--- src/rtl/edo_oe_ctl.sv ---
module edo_oe_ctl #(
    parameter int OEHC_CYC = 3,
    parameter int OEP_CYC  = 2
) (
    input  logic clk,
    input  logic rst_n,
    input  logic s_ras,
    input  logic s_cas,
    input  logic s_oe,
    input  logic cas_fall,
    input  logic cas_rise,
    input  logic we_fall,
    input  logic rd_start,
    input  logic late_blk,
    output logic dq_oe
);

    localparam int RUN_MAX = (OEHC_CYC > OEP_CYC) ? OEHC_CYC : OEP_CYC;
    localparam int RUN_W   = $clog2(RUN_MAX + 1) + 1;
    localparam logic [RUN_W-1:0] HC_LIM  = RUN_W'(OEHC_CYC);
    localparam logic [RUN_W-1:0] P_LIM   = RUN_W'(OEP_CYC);
    localparam logic [RUN_W-1:0] RUN_TOP = RUN_W'(RUN_MAX);

    typedef struct packed {
        logic             valid;
        logic             oe_kill;
        logic             we_kill;
        logic [RUN_W-1:0] run;
        logic             from_rise;
        logic             dq_oe;
    } ctl_t;

    ctl_t ctl_d, ctl_q;
    logic [RUN_W-1:0] lim;

    always_comb begin
        ctl_d = ctl_q;
        lim   = HC_LIM;

        // A column fall starts a new access and clears both sticky disables.
        if (cas_fall) begin
            ctl_d.oe_kill = 1'b0;
            ctl_d.we_kill = 1'b0;
            ctl_d.valid   = rd_start;
        end

        // A write-enable fall turns the outputs off unless it is a blocked late write.
        if (we_fall && !late_blk && !cas_fall) begin
            ctl_d.we_kill = 1'b1;
        end

        // Length of the current OE-high run during column precharge.
        if (s_cas && s_oe) begin
            if (cas_rise) begin
                ctl_d.run       = RUN_W'(1);
                ctl_d.from_rise = 1'b1;
            end else if (ctl_q.run == '0) begin
                ctl_d.run       = RUN_W'(1);
                ctl_d.from_rise = 1'b0;
            end else if (ctl_q.run < RUN_TOP) begin
                ctl_d.run = ctl_q.run + RUN_W'(1);
            end
        end else begin
            ctl_d.run       = '0;
            ctl_d.from_rise = 1'b0;
        end

        lim = ctl_d.from_rise ? HC_LIM : P_LIM;
        if (s_cas && s_oe && (ctl_d.run >= lim)) begin
            ctl_d.oe_kill = 1'b1;
        end

        if (s_ras && s_cas) begin
            ctl_d.valid = 1'b0;
        end

        ctl_d.dq_oe = ctl_d.valid & ~ctl_d.oe_kill & ~ctl_d.we_kill & ~s_oe;
    end

    always_ff @(posedge clk) begin
        if (!rst_n) begin
            ctl_q <= '0;
        end else begin
            ctl_q <= ctl_d;
        end
    end

    assign dq_oe = ctl_q.dq_oe;


    early_write_quiet_chk: assert property (@(posedge clk) disable iff (!rst_n)
        (cas_fall && !s_ras && !rd_start) |=> !dq_oe);


    late_write_quiet_chk: assert property (@(posedge clk) disable iff (!rst_n)
        (we_fall && !s_cas && !cas_fall && !s_ras && s_oe) |=> !dq_oe);


    oe_sticky_off_chk: assert property (@(posedge clk) disable iff (!rst_n)
        (ctl_q.oe_kill && !cas_fall) |=> !dq_oe);


    we_sticky_off_chk: assert property (@(posedge clk) disable iff (!rst_n)
        (ctl_q.we_kill && !cas_fall) |=> !dq_oe);


    both_high_off_chk: assert property (@(posedge clk) disable iff (!rst_n)
        (s_ras && s_cas) |=> !dq_oe);

endmodule

--- config.mk ---
export PLATFORM = sky130hd
export DESIGN_NAME = edo_oe_ctl
export DESIGN_NICKNAME = d
export VERILOG_FILES = /design/src/rtl/edo_oe_ctl.sv
export SDC_FILE = /design/constraint.sdc
export NUM_CORES = 1
export LEC_CHECK = 0
export CORE_AREA = 2 2 39 41
export CTS_CLUSTER_SIZE = 40
export DETAILED_ROUTE_END_ITERATION = 7
export DIE_AREA = 0 0 41 43
export GPL_TIMING_DRIVEN = 0
export PLACE_DENSITY = 0.67
export SLEW_MARGIN = 40
export SYNTH_ARGS = -nofsm -noshare
export SYNTH_HDL_FRONTEND = slang
export SYNTH_SLANG_ARGS = --single-unit
--- constraint.sdc ---
create_clock -name clk -period 4.9 [get_ports clk]
set_clock_uncertainty 0.2 [all_clocks]
set_input_delay 1.47 -clock clk [delete_from_list [all_inputs] [get_ports clk]]
set_output_delay 1.47 -clock clk [all_outputs]
set_load 0.01 [all_outputs]
==> results of run 1 <==
-- worst max-delay path: cells and delay by family --
kind                       cells  cell delay (ns)
adders and majority gates      1             0.26
AOI/OAI and AO/OA              2             0.27
and+or+nand+nor                3             0.51
buffers and inverters          1             0.50
-- layout make-up --
type,instances,area share
Clock buffer,3,0.0400
Inverter,5,0.0333
Multi-Input combinational cell,32,0.429
Sequential cell,8,0.284
Tap cell,16,0.0356
Timing Repair Buffer,10,0.178
-- report_power, final --
group / switching, mW / internal [mW]
sequential: 0.000868 / 0.0668
clock: 0.0231 / 0.0281
combinational: 0.00717 / 0.0108
total: 0.0311 / 0.106
-- flip-flops by register name, summed over array words and instances (netlist names) --
register	cells
ctl_q	7
dq_oe	1
-- metal layers --
layer  vias to the layer above  routed length, µm  part of all wire  GRT usage
met5                         -                  0                 0          0
met4                         0                 10             0.012      0.120
met3                         2                 60             0.070     0.0314
met2                        12                398              0.46      0.188
met1                       164                386              0.45      0.123
li1                        187                  -                 -          -
-- metrics by stage --
stage          hold slack (ns)  instance area, µm²  utilization  power (mW)  instances
2_1_floorplan            0.287                 420            -      0.0761         45
3_3_place_gp             0.309                 541        0.391      0.0869         71
3_5_place_dp             0.323                 541        0.391      0.0871         71
4_1_cts                  0.331                 563        0.407       0.139         74
5_1_grt                  0.367                 563        0.407       0.143         74
6_report                 0.320                 563        0.407       0.137         74
-- cell families (layout without fill, tap and decap cells) --
| group | Yosys count | count (layout) | share of synthesized area |
|---|---|---|---|
| AOI/OAI and AO/OA | 12 | 12 | 0.217 |
| and+or+nand+nor | 17 | 17 | 0.268 |
| adders and majority gates | 3 | 3 | 0.0893 |
| DFF | 8 | 8 | 0.381 |
| buffers and inverters | 5 | 18 | 0.0446 |
-- layout by cell type, fill, tap and decap left out --
cell	synthesis	routed
o21ai_0	1	1
ha_1	3	3
clkbuf_4	0	3
a221oi_2	1	1
nand2b_2	1	1
a211oi_1	1	1
and3_1	1	1
or2b_1	1	1
inv_1	5	5
or3_1	1	1
nand2b_1	1	1
o21ai_1	1	1
o211a_1	1	1
or2_1	1	1
a211o_1	1	1
and3b_1	1	1
nor2b_1	2	2
a21oi_2	1	1
nor2_1	1	1
nor3b_1	3	3
clkdlybuf4s50_1	0	10
nand2_1	3	3
dfxtp_1	8	8
a21oi_1	4	4
o221a_1	1	1
nor3b_2	1	1
-- worst paths after layout --
| kind | end | from | slack [ns] |
|---|---|---|---|
| worst max-delay path | ctl_q[6]$_SDFF_PN0_ | s_cas | 1.83 |
| worst max register to register | ctl_q[6]$_SDFF_PN0_ | ctl_q[2]$_SDFF_PN0_ | 2.71 |
| worst min-delay path | ctl_q[5]$_SDFF_PN0_ | ctl_q[5]$_SDFF_PN0_ | 0.32 |
| worst min register to register | ctl_q[5]$_SDFF_PN0_ | ctl_q[5]$_SDFF_PN0_ | 0.32 |
==> impl_metrics.yaml, run 1 <==
hold_path:
  whs_path_depth: 2
  hp-class: "reg -> reg"
detailed_routing:
  drt-total-wl_um: 856
  dr_total_vias: 365
  drtIter0Drc: 5
  drt-pass1-iter-count: 4
  drc: 0
  wire_per_inst_um: 11.6
  viasPerCell: 4.93
  ant_nets: 0
worst_setup_path:
  critPathMaxStageDelay_ns: 0.50
  endpoint_kind: "register"
  cp_max_fo: 5
  path_cells: "clkdlybuf4s50_1 -> nand2_1 -> or2_1 -> ha_1 -> nor2b_1 -> a21oi_1 -> o221a_1"
  rr_worst_depth: 9
  crit_slowest_cell: "clkdlybuf4s50_1"
  cp.required_ns: 4.85
  worstSetupPathType: "in -> reg"
  worstPathArrival_ns: 3.02
  cp-start-kind: "input pin"
floorplan:
  num_rows: 14
  start_util: 0.304
  die_w_um: 41
  core_um2: 1380
  die_h_um: 43
  ios: 11
  die-area_um2: 1760
placement:
  pre_cts_slack_ns: 1.55
  dpl.hpwl_um: 616
  place.gp.congestion: 0.744
  numPortBuffers: 10
clock_network:
  clk_latency_ns: 0.26
  clockBufferDepth: 2
  cts-root-buf: "clkbuf_4"
  clk_pin_slew_worst_paths_ns: 0.05
  clock-sinks: 8
  h-tree-depth: 1
  holdBufCountCts: 0
  cts_buffers: 3
  cts_tree: "yes"
  cts-resized-gates: 0
  cts_setup_buffers: 0
synth:
  ys_seq_elements: 8
  synth_area_leaders: "dfxtp_1 38%, ha_1 8.9%, nor3b_1 5.4%, a21oi_1 4.8%, inv_1 4.5%"
  synth_edf_count: 0
  synth_area_um2: 420
  avgSynthCellArea_um2: 9.34
  synth_top_area_cell: "dfxtp_1"
  synthFlopType: "dfxtp_1"
  ys_top_cells_by_count: "8 x dfxtp_1, 5 x inv_1, 4 x a21oi_1"
  yosys_warnings: 0
  synthArstFlopShare: 0
  synth_most_common_cell: "dfxtp_1"
  netlist_instances: 45
  seq_area_frac_synth: 0.381
  ys_types: 24
  synth_top_area_share: 0.381
  syn_nets: 58
global_route:
  grt_use_total: 0.123
  grt_pass1_wl_um: 1330
  grt_pass1_vias: 366
  antenna_found_initial: 0
  grt_max_degree: 8
  gr-total-overflow: 0
power_and_ir_drop:
  leakage_nw: 0.250
  p_per_area_nw_per_um2: 243
  ir_drop_v: 0.0000863
finish:
  diodes: 0
  regArea_um2: 160
  drive_above_1_share: 0.121
  area_growth_pct: 33.9
  fillers: 145
  multi_input_area_um2: 241
  nNetsFinal: 73
timing:
  setup_violations: 0
  fin_crit_sh: 0.627
  fin_tns_setup_ns: 0
  slew_headroom: 0.849
  hold_viol: 0
  slew_viol_final: 0
  max_clock_freq_ghz: 0.326
  worstMarginPinSlew_ns: 0.225
  rsz0062_at_grt: "no"
  worst_slack_ns: 1.83
  finalCriticalPeriod_ns: 3.07
job:
  drv_cap: 0
status:
  status: "finished clean"
Note: power is estimated with default switching activity, not from simulation.
==> run 2: changes to the inputs <==
- clock period: 4.9 -> 3.15 ns (I/O delays scaled with it)
==> results of run 2 <==
Same layout as run 1 (identical final DEF). Status: finished clean.
Main changes from that run: setup slack after placement 1.55 ns -> 0.326 ns; setup slack after layout 1.83 ns -> 0.604 ns; register-to-register setup slack 2.71 ns -> 0.96 ns; total power 0.137 mW -> 0.213 mW; worst IR drop on VDD 0.0000863 V -> 0.000134 V
